**config.mk**
```make
export PLATFORM = sky130hd
export DESIGN_NAME = irq_ctl4
export DESIGN_NICKNAME = d
export VERILOG_FILES = /design/src/rtl/irq_pkg.sv /design/src/rtl/irq_pin_filter.sv /design/src/rtl/irq_req_flags.sv /design/src/rtl/irq_entry_seq.sv /design/src/rtl/irq_ctl4.sv
export SDC_FILE = /design/constraint.sdc
export NUM_CORES = 1
export LEC_CHECK = 0
export BUFFER_PORTS_ARGS = -buffer_cell sky130_fd_sc_hd__buf_2
export CORE_MARGIN = 4
export CORE_UTILIZATION = 51
export CTS_BUF_LIST = sky130_fd_sc_hd__clkbuf_16
export DETAILED_ROUTE_END_ITERATION = 10
export PLACE_DENSITY = 0.81
export SETUP_SLACK_MARGIN = 0.3
export SYNTH_ARGS = -nofsm -noshare
export SYNTH_HDL_FRONTEND = slang
export SYNTH_SLANG_ARGS = --single-unit
```
**constraint.sdc**
```tcl
create_clock -name clk -period 2.1 [get_ports clk]
set_input_delay 0.105 -clock clk [delete_from_list [all_inputs] [get_ports clk]]
set_output_delay 0.105 -clock clk [all_outputs]
set_load 0.02 [all_outputs]
```
**src/rtl/irq_pkg.sv**
```systemverilog
package irq_pkg;
  localparam int unsigned NSRC  = 3;
  localparam int unsigned EN_W  = 4;
  localparam int unsigned VEC_W = 2;
  // enable-register bit that gates each source (pin, timer 1, timer 2)
  localparam int unsigned SRC_EN_BIT [NSRC] = '{0, 2, 3};

  typedef enum logic [VEC_W-1:0] {
    VEC_PIN = 2'd0,
    VEC_TM1 = 2'd1,
    VEC_TM2 = 2'd2
  } irq_vec_e;
endpackage

```
**src/rtl/irq_pin_filter.sv**
```systemverilog
module irq_pin_filter #(
  parameter int unsigned RUN_LEN = 4
) (
  input  logic clk,
  input  logic rst_n,
  input  logic pin_i,
  output logic set_o
);
  localparam int unsigned CW = $clog2(RUN_LEN + 1);

  logic [CW-1:0] run_q, run_d;

  // one pulse when the high run reaches RUN_LEN samples
  assign set_o = pin_i && (run_q == CW'(RUN_LEN - 1));

  always_comb begin
    run_d = run_q;
    if (!pin_i)                    run_d = '0;
    else if (run_q != CW'(RUN_LEN)) run_d = run_q + 1'b1;
  end

  always_ff @(posedge clk or negedge rst_n) begin
    if (!rst_n) run_q <= '0;
    else        run_q <= run_d;
  end
endmodule

```
**src/rtl/irq_req_flags.sv**
```systemverilog
module irq_req_flags #(
  parameter int unsigned N = 3
) (
  input  logic         clk,
  input  logic         rst_n,
  input  logic [N-1:0] set_i,
  input  logic [N-1:0] clr_i,
  output logic [N-1:0] flag_o
);
  logic [N-1:0] flag_q, flag_d;

  for (genvar k = 0; k < N; k++) begin : g_flag
    // a new request outranks any clear in the same cycle
    always_comb begin
      flag_d[k] = flag_q[k];
      if (set_i[k])      flag_d[k] = 1'b1;
      else if (clr_i[k]) flag_d[k] = 1'b0;
    end
  end

  always_ff @(posedge clk or negedge rst_n) begin
    if (!rst_n) flag_q <= '0;
    else        flag_q <= flag_d;
  end

  assign flag_o = flag_q;
endmodule

```
**src/rtl/irq_entry_seq.sv**
```systemverilog
module irq_entry_seq #(
  parameter int unsigned N         = 3,
  parameter int unsigned VW        = 2,
  parameter int unsigned SHORT_LAT = 2,
  parameter int unsigned LONG_LAT  = 3
) (
  input  logic          clk,
  input  logic          rst_n,
  input  logic [N-1:0]  cand_i,
  input  logic          short_i,
  output logic          take_o,
  output logic [VW-1:0] vec_o,
  output logic [N-1:0]  sel_o
);
  localparam int unsigned CW = $clog2(LONG_LAT + 1);

  logic          any;
  logic          armed_q, armed_d;
  logic [CW-1:0] cnt_q, cnt_d;

  assign any = |cand_i;

  // fixed priority: lowest index wins
  always_comb begin
    logic found;
    found = 1'b0;
    sel_o = '0;
    vec_o = '0;
    for (int k = 0; k < int'(N); k++) begin
      if (cand_i[k] && !found) begin
        sel_o[k] = 1'b1;
        vec_o    = VW'(k);
        found    = 1'b1;
      end
    end
  end

  assign take_o = armed_q && (cnt_q == '0) && any;

  always_comb begin
    armed_d = armed_q;
    cnt_d   = cnt_q;
    if (!any || take_o) begin
      armed_d = 1'b0;
      cnt_d   = '0;
    end else if (!armed_q) begin
      armed_d = 1'b1;
      cnt_d   = short_i ? CW'(SHORT_LAT - 1) : CW'(LONG_LAT - 1);
    end else if (cnt_q != '0) begin
      cnt_d = cnt_q - 1'b1;
    end
  end

  always_ff @(posedge clk or negedge rst_n) begin
    if (!rst_n) begin
      armed_q <= 1'b0;
      cnt_q   <= '0;
    end else begin
      armed_q <= armed_d;
      cnt_q   <= cnt_d;
    end
  end
endmodule

```
**src/rtl/irq_ctl4.sv**
```systemverilog
module irq_ctl4
  import irq_pkg::*;
#(
  parameter int unsigned FILT_LEN  = 4,
  parameter int unsigned SHORT_LAT = 2,
  parameter int unsigned LONG_LAT  = 3
) (
  input  logic             clk,
  input  logic             rst_n,
  input  logic             pdown_i,
  input  logic             en_wr_i,
  input  logic [EN_W-1:0]  en_wdata_i,
  output logic [EN_W-1:0]  en_rdata_o,
  input  logic             ei_i,
  input  logic             insn_short_i,
  input  logic             ext_pin_i,
  input  logic             tmr1_req_i,
  input  logic             tmr2_req_i,
  input  logic [NSRC-1:0]  poll_i,
  output logic [NSRC-1:0]  skip_o,
  output logic             take_o,
  output logic [VEC_W-1:0] vec_o
);
  // reset: asserted asynchronously, released on a clock edge
  logic rst_s1_q, rst_sync_n;
  always_ff @(posedge clk or negedge rst_n) begin
    if (!rst_n) begin
      rst_s1_q   <= 1'b0;
      rst_sync_n <= 1'b0;
    end else begin
      rst_s1_q   <= 1'b1;
      rst_sync_n <= rst_s1_q;
    end
  end

  logic [EN_W-1:0] en_q, en_d;
  logic            gie_q, gie_d;
  logic [NSRC-1:0] en_src, flag_q, set_v, clr_v, cand, sel;
  logic            pin_set;

  for (genvar k = 0; k < int'(NSRC); k++) begin : g_en_map
    assign en_src[k] = en_q[SRC_EN_BIT[k]];
  end

  irq_pin_filter #(.RUN_LEN(FILT_LEN)) u_filt (
    .clk   (clk),
    .rst_n (rst_sync_n),
    .pin_i (ext_pin_i),
    .set_o (pin_set)
  );

  assign set_v  = {tmr2_req_i, tmr1_req_i, pin_set};
  assign skip_o = poll_i & ~en_src & flag_q;
  assign clr_v  = skip_o | (sel & {NSRC{take_o}});
  assign cand   = {NSRC{gie_q}} & en_src & flag_q;

  irq_req_flags #(.N(NSRC)) u_flags (
    .clk    (clk),
    .rst_n  (rst_sync_n),
    .set_i  (set_v),
    .clr_i  (clr_v),
    .flag_o (flag_q)
  );

  irq_entry_seq #(
    .N(NSRC), .VW(VEC_W), .SHORT_LAT(SHORT_LAT), .LONG_LAT(LONG_LAT)
  ) u_seq (
    .clk     (clk),
    .rst_n   (rst_sync_n),
    .cand_i  (cand),
    .short_i (insn_short_i),
    .take_o  (take_o),
    .vec_o   (vec_o),
    .sel_o   (sel)
  );

  always_comb begin
    en_d = en_q;
    if (pdown_i)      en_d = '0;
    else if (en_wr_i) en_d = en_wdata_i;
    gie_d = gie_q;
    if (take_o)    gie_d = 1'b0;
    else if (ei_i) gie_d = 1'b1;
  end

  always_ff @(posedge clk or negedge rst_sync_n) begin
    if (!rst_sync_n) begin
      en_q  <= '0;
      gie_q <= 1'b0;
    end else begin
      en_q  <= en_d;
      gie_q <= gie_d;
    end
  end

  assign en_rdata_o = en_q;
endmodule

```
* Yosys cells after proc, flatten, opt, wreduce, memory -nomap -nowiden *
Index checks and enable logic that the tools add are counted.
W data, S select, Z words.

word-level totals
  flip-flop bits (word level) = 16
  bits of input ports = 16
  output and inout bits = 10
  logic and storage cells = 63

operators by class
  add/sub/neg operators = 2
  eq/ne operators = 4
  mux-type cells = 23
  bitwise operators = 7
  reductions and logical operators = 17

operators by type and width
  kind                   number
  $and A3 B3 Y3          5
  $mux W1                14
  $reduce_bool A2 Y1     6
  $mux W2                5
  $mux W4                2
  $mux W3                2
  $ne A3 B3 Y1 const B   2
  $logic_and A1 B1 Y1    5
  $add A3 B1 Y3 const B  1
  $eq A3 B2 Y1 const B   1
  $logic_not A1 Y1       3
  $not A3 Y3             1
  $or A3 B3 Y3           1
  $reduce_or A3 Y1       1
  $logic_not A2 Y1       1
  $ne A2 B1 Y1 const B   1
  $sub A2 B1 Y2 const B  1
  $logic_or A1 B1 Y1     1

* Longest topological paths before layout *
Gate-level depths: netlist of run 1.

  depth after elaboration = 13
  gate-level depth with buffers = 5
  depth with buffers taken out = 5

* By module *
A second synthesis of run 1 with hierarchy kept.

unflattened totals
  cells, all modules = 81
  area, all modules = 798.3 µm²

by module, submodules not included
  module          instances  cells an instance  area each (µm²)
  irq_ctl4        1          34                 314.1
  irq_entry_seq   1          20                 197.7
  irq_pin_filter  1          18                 177.7
  irq_req_flags   1          9                  108.9

* Least setup slack after synthesis of run 1 *
Ideal clock, no wire load.

  path kind = register to register
  start point = register u_seq.cnt_q[0]
  end point = register gie_q
  arrival time = 1.255 ns
  path slack = 0.706 ns
  cell stages (with the launch flop) = 6
  buffers on the path = 0
  period minus slack after synthesis = 1.394 ns
  path through = dfrtp_1 inv_1 ha_1 and3_1 nor2b_1 nor2_1

on the way
  cells in the longest elaborated chain, start to end = 4
  elaborated cells between the ends (all ways) = 5

ends and longest elaborated chain
  what                                           line                 source
  start, declared                                irq_entry_seq.sv:19  logic [CW-1:0] cnt_q, cnt_d;
  start signal, assigned                         irq_entry_seq.sv:60  cnt_q <= cnt_d;
  $logic_not A2 Y1 (*)                           irq_entry_seq.sv:38  assign take_o = armed_q && (cnt_q == '0) && any;
  $logic_and A1 B1 Y1 (*) (2 in a row)           irq_entry_seq.sv:38
  via take_o                                     irq_ctl4.sv:21       output logic take_o,
  $mux W1 or $reduce_bool A2 Y1 (tied branches)  --
  end signal, assigned                           irq_ctl4.sv:92       gie_q <= gie_d;
  end, declared                                  irq_ctl4.sv:37       logic gie_q, gie_d;

The timed path passes the listed nets; every way through them passes the cells marked *.
A chain may end at the register's enable or synchronous reset.

* Final worst setup path of run 1 *
  start point = register u_seq.cnt_q[0]
  end point = output take_o

on the way
  cells in the longest elaborated chain, start to end = 3

ends and longest elaborated chain
  what                              line
  $logic_not A2 Y1                  irq_entry_seq.sv:38
  $logic_and A1 B1 Y1 (2 in a row)  irq_entry_seq.sv:38
  end, declared                     irq_ctl4.sv:21

Every way passes these cells.

==> results.md, run 1 <==
* Final Max Tran Viols at 0
* Number of global-route vias before repair at 694
* Final Hold Viols at 0
* Critical R2R Launch: u_seq.cnt_q[0]
* WHS Path Cells at 2
* Final Cycle Share at 74.2%
* CTS Sinks at 16
* Synth-to-layout area growth at 29.4%
* Combinational share of power at 21.0%
* Sequential power share at 42.1%
* Total wire length at 1.70 mm
* Seq cells post-synth at 16
* Inserted Diodes at 0
* Worst EP required at 2000 ps
* Clk pwr share at a little under two fifths
* Die area at 0.00219 mm²
* Psw at 0.000273 W
* Synth warn at 0
* Fin crit period at 1560 ps
* Maximum clock frequency at around 0.64 GHz
* Setup TNS at 0 ps
* Avg Cell Area, Syn at 9.69 µm²
* 1st-iter DRT viols at 17
* Largest net degree at the start of global routing at 15
* Worst R2R End: u_flags.flag_o[0]
* Cell Area, Placed at 906 µm²
* Routed vias at 661
* R2r setup slk at 780 ps
* CTS tree: yes
* Worst Setup End Kind: output port
* Crit Path Class: flop to output port
* Hold Path Class: input port to flop
* Most frequent cells in the layout: buf_2 (25), nor2_1 (16), dfrtp_1 (16)
* Netlist area before placement at 766 µm²
* Clk_skew at 1.94 ps
* Grt total ovfl at 0
* Port bufs at 25
* Core Region at ~0.0014 mm²
* Switching share of total power at 28.1%
* Finished Core Util at 73.4%
* ANT nets after route at 0
* Hold Crit Start: pdown_i
* Fill count at 104
* Post-synthesis cell type count at 20
* Reg clk slew, reported paths at 50 ps
* Worst-Margin Slew at 552 ps
* Crit path DAT at around 1500 ps
* Hold EP: en_rdata_o[1]
* Max transition margin at 63.2%
* Die Ht at 46.8 µm
* Layout cell share with drive strength beyond 1 at 26.2%
* Max-cap check violation count at 0
* H-tree depth at 1
* DR pass1 iterations at 7
* Starting density of the core at between 50% and 60%
* Number of setup violations in the final report at 0
* Post_cts resized at 0
* Final Cell Area at 991 µm²
* DRC at 0
* Crit path launch type: flop
* Final nets at 129
* Final weighted congestion in routability-driven placement at 0.718
* Vias/cell at ~5.4
* Clock Tree Root: clkbuf_16
* Total GRT Usage at roughly a fifth
* Pwr dens at 981 mW/mm²
* RSZ-0062 raised after global routing: false
* Num CTS Buffers at 3
* Crit path max fanout at 5
* Post-synthesis cell count at 79
* Sequential element share of the synthesized area at 52.3%
* Cell row count at 13
* Outcome: completed
* Antenna violations before repair at 0
* Clk buf depth at 2
* Leak pwr at 0.526 nW
* Peak supply drop at about 0.6 mV
* Chip width at about 47 µm
* Leading cell type in the layout, fill and taps excluded: buf_2
* WL/cell at 14.0 µm
* DP HPWL at between 1 and 1.5 mm
* Internal at 0.000699 W
* Reg2reg path depth at 5
* I/O pins at 26
* First-pass GRT wire length at approximately 3 mm
* Synth Net Count at 99
* Worst-skew pair later-pin latency at 240 ps
kinds of logic after synthesis:
family,synth area share [%]
muxes,6.54
buffers and inverters,3.43
xor gates and xnor gates,1.14
adders and majority gates,6.54
other,0.490
and+or+nand+nor,21.2
DFF,52.3
AOI/OAI and AO/OA,8.33
power by group through the flow:
stage               registers, W  logic (W)  clock network (W)
finish                  0.000409   0.000204           0.000359
global route            0.000414   0.000234           0.000385
CTS                     0.000408   0.000206           0.000364
detailed placement      0.000410   0.000195                  0
global placement        0.000403   0.000186                  0
floorplan               0.000401   0.000137                  0
worst max-delay path by stage:
stage | slack (ps) | end | startpoint
2_1_floorplan | 710 | gie_q | u_seq.cnt_q[0]
3_5_place_dp | 810 | take_o | u_seq.cnt_q[0]
5_1_grt | 420 | take_o | u_seq.cnt_q[0]
3_3_place_gp | 820 | take_o | u_seq.cnt_q[0]
4_1_cts | 540 | take_o | u_seq.cnt_q[0]
6_report | 540 | take_o | u_seq.cnt_q[0]
flip-flops by register name (all words and copies together), names as in the netlist:
| signal | flops |
|---|---|
| en_rdata_o | 4 |
| u_filt.run_q | 3 |
| u_flags.flag_o | 3 |
| u_seq.cnt_q | 2 |
| gie_q | 1 |
| rst_s1_q | 1 |
| rst_sync_n | 1 |
| u_seq.armed_q | 1 |
Yosys cell counts (all sizes together):
| cell type | n | share of area [%] |
|---|---|---|
| a21boi | 2 | 2.0 |
| a21oi | 4 | 2.6 |
| a222oi | 1 | 1.3 |
| a31o | 1 | 1.1 |
| a32o | 1 | 1.3 |
| and2 | 2 | 1.6 |
| and3 | 1 | 0.82 |
| and4 | 1 | 1.1 |
| clkbuf | 1 | 0.49 |
| conb | 1 | 0.49 |
| dfrtp | 16 | 52 |
| ha | 4 | 6.5 |
| inv | 6 | 2.9 |
| mux2i | 5 | 6.5 |
| nand2 | 9 | 4.4 |
| nand2b | 4 | 3.3 |
| nand3 | 2 | 1.3 |
| nor2 | 16 | 7.8 |
| nor2b | 1 | 0.82 |
| xnor2 | 1 | 1.1 |
metal layers:
metal  track usage (%)  routed length [µm]
met1              25.1                 661
met2              31.3                 825
met3              6.90                 149
met4              12.7                  65
met5                 0                   0
metrics by stage:
step	hold WS [ps]	setup WS (ps)	cells	total power [W]
5_1_grt	67.5	419	122	0.00103
2_1_floorplan	-191	706	79	0.000538
6_report	54.4	542	122	0.000972
4_1_cts	55.6	537	122	0.000978
3_5_place_dp	-110	808	118	0.000605
3_3_place_gp	-111	819	118	0.000589
critical path: stages (launching register included):
cell	delay (ps)
dfrtp_1	370
inv_1	60
ha_1	210
and3_1	220
nor2b_1	170
buf_2	180
final cells by class:
type | count | area (µm²) | area share, %
Tap cell | 15 | 18.8 | 1.89
Timing Repair Buffer | 26 | 135 | 13.6
Sequential cell | 16 | 400 | 40.4
Inverter | 6 | 22.5 | 2.27
Multi-Input combinational cell | 56 | 339 | 34.2
Clock buffer | 3 | 75.1 | 7.58
repair_timing:
| item | CTS | global route |
|---|---|---|
| setup endpoints to repair | 0 | 0 |
| endpoints found under the hold margin | 2 | 0 |
| hold buffers | 1 | 0 |
| buffers inserted | 0 | 0 |
Power figures use the tool's default switching activity.
==> inputs of run 2 (changes only) <==
--- a/config.mk
+++ b/config.mk
@@ -7,10 +7,10 @@
 export LEC_CHECK = 0
 export BUFFER_PORTS_ARGS = -buffer_cell sky130_fd_sc_hd__buf_2
 export CORE_MARGIN = 4
-export CORE_UTILIZATION = 51
+export CORE_UTILIZATION = 43
 export CTS_BUF_LIST = sky130_fd_sc_hd__clkbuf_16
 export DETAILED_ROUTE_END_ITERATION = 10
-export PLACE_DENSITY = 0.81
+export PLACE_DENSITY = 0.73
 export SETUP_SLACK_MARGIN = 0.3
 export SYNTH_ARGS = -nofsm -noshare
 export SYNTH_HDL_FRONTEND = slang
==> constraint.sdc (replaced) <==
create_clock -name clk -period 1.3 [get_ports clk]
set_input_delay 0.065 -clock clk [delete_from_list [all_inputs] [get_ports clk]]
set_output_delay 0.065 -clock clk [all_outputs]
set_load 0.02 [all_outputs]
==> results.md, run 2 (same netlist as run 1, synthesis figures left out) <==
* Starting density of the core at between 40% and 50%
* DP Worst Slack at roughly 60 ps
* Sequential power share at 36.0%
* Port bufs at 25
* Worst Setup End Kind: output port
* Worst-skew pair later-pin latency at 250 ps
* Setup TNS at -642 ps
* Die Ht at 50.2 µm
* Layout cell share with drive strength beyond 1 at 57.6%
* Clk pwr share at 31.5%
* DRC at 0
* WL/cell at 15.0 µm
* Hold Path Class: input port to flop
* Multi-input gate area at 480 µm²
* DR pass1 iterations at 4
* Inserted Diodes at 0
* First-pass GRT wire length at between 3 and 4 mm
* Critical R2R Launch: en_rdata_o[0]
* Max-cap check violation count at 0
* Psw at 0.000588 W
* Crit path max fanout at 4
* Fill count at 97
* Internal at 0.00132 W
* Fin crit period at 1470 ps
* Routed vias at 708
* Grt total ovfl at 0
* Final Hold Viols at 0
* Clk_skew at 6.25 ps
* DP HPWL at 1.26 mm
* 1st-iter DRT viols at 14
* Worst-Margin Slew at roughly 560 ps
* CTS tree: yes
* Chip width at between 50 and 60 µm
* Maximum clock frequency at 0.679 GHz
* Antenna violations before repair at 0
* Largest net degree at the start of global routing at 15
* Failing checks: setup timing
* Final Cycle Share at 113%
* Number of setup violations in the final report at 6
* Leading cell type in the layout, fill and taps excluded: buf_2
* Worst EP required at approximately 1200 ps
* Vias/cell at 4.99
* Final Max Tran Viols at 0
* Finished Core Util at 80.5%
* Reg clk slew, reported paths at 50 ps
* Storage cell area at between 400 and 500 µm²
* Crit Path Class: flop to output port
* Worst setup path startpoint: en_rdata_o[0]
* Number of global-route vias before repair at 723
* Reg2reg path depth at 5
* Peak supply drop at 1.06 mV
* Num CTS Buffers at 3
* Final weighted congestion in routability-driven placement at ~0.74
* Outcome: finished, violations left
* Crit path DAT at 1410 ps
* Leak pwr at 0.623 nW
* Final nets at 139
* Pwr dens at around 1500 mW/mm²
* Synth-to-layout area growth at 67.5%
* Die area at about 0.0025 mm²
* Clock Tree Root: clkbuf_16
* Total wire length at roughly 2.1 mm
* RSZ-0062 raised after global routing: true
* Worst R2R End: u_seq.armed_q
* Core Region at 0.00159 mm²
* Final WS setup at -174 ps
* Clk buf depth at 2
* Crit path launch type: flop
* Cell row count at 14
* I/O pins at 26
* Total GRT Usage at roughly 18%
* ANT nets after route at 0
* Most frequent cells in the layout: buf_2 (18), nor2_1 (12), dfrtp_1 (12)
* H-tree depth at 1
* Combinational share of power at 32.5%
* Switching share of total power at 30.8%
* CTS Sinks at 16
* R2r setup slk at -120 ps
* Setup crit end: take_o
* Max FFs per register at 4
* Max transition margin at 62.9%
[run 2: how the worst min path moves through the flow]
stage	depth (start not counted)	startpoint	end	slack, ps
3_3_place_gp	1	rst_n	rst_s1_q	-150
5_1_grt	2	pdown_i	en_rdata_o[0]	10
4_1_cts	2	pdown_i	en_rdata_o[0]	10
3_5_place_dp	1	rst_n	rst_sync_n	-150
6_report	2	tmr1_req_i	u_flags.flag_o[1]	20
2_1_floorplan	0	rst_n	rst_s1_q	-230
[run 2: layout make-up]
| type | instances | share of cell area (%) |
|---|---|---|
| multi-input cells | 56 | 37.5 |
| flip-flops and latches | 16 | 31.6 |
| repair buffers | 36 | 20.7 |
| clock buffers | 3 | 5.85 |
| well taps | 24 | 2.34 |
| inverters | 6 | 1.76 |
| clock inverters | 1 | 0.293 |
[run 2: stage by stage]
stage | std cells | hold WS [ps] | power [W] | area [µm²]
after floorplan | 79 | -231 | 0.000932 | 808
after global placement | 127 | -149 | 0.00102 | 960
after detailed placement | 127 | -148 | 0.00104 | 960
after CTS | 138 | 10.9 | 0.00176 | 1180
after global routing | 142 | 12.3 | 0.00202 | 1280
final | 142 | 15.7 | 0.00191 | 1280
[run 2: routing by layer]
metal  vias to the layer above  wire (µm)  global-route usage, %  share of wire (%)
li1                        340          -                      -                  -
met1                       333        840                   22.2                 39
met2                        28       1100                   30.0                 52
met3                         7        122                   4.14                5.7
met4                         0         68                   10.1                3.2
met5                         -          0                      0                  0
[run 2: power groups by stage]
| stage | Clock, W | Sequential [W] | Combinational [W] |
|---|---|---|---|
| detailed placement | 0 | 0.000670 | 0.000373 |
| floorplan | 0 | 0.000658 | 0.000275 |
| global placement | 0 | 0.000662 | 0.000361 |
| finish | 0.000602 | 0.000688 | 0.000620 |
| global route | 0.000638 | 0.000702 | 0.000684 |
| CTS | 0.000605 | 0.000669 | 0.000484 |
[run 2: timing repair]
| item | CTS | global route |
|---|---|---|
| pin swaps | 7 | 9 |
| endpoints found under the setup margin | 15 | 18 |
| resized for setup | 22 | 19 |
| hold buffers | 1 | 0 |
| buffers inserted | 6 | 4 |
| hold endpoints to repair | 2 | 0 |
[run 2: critical path: stages (launching register included)]
cell and delay (ps):
dfrtp_2 410, a222oi_1 380, buf_4 200, nor2b_4 40, buf_6 120
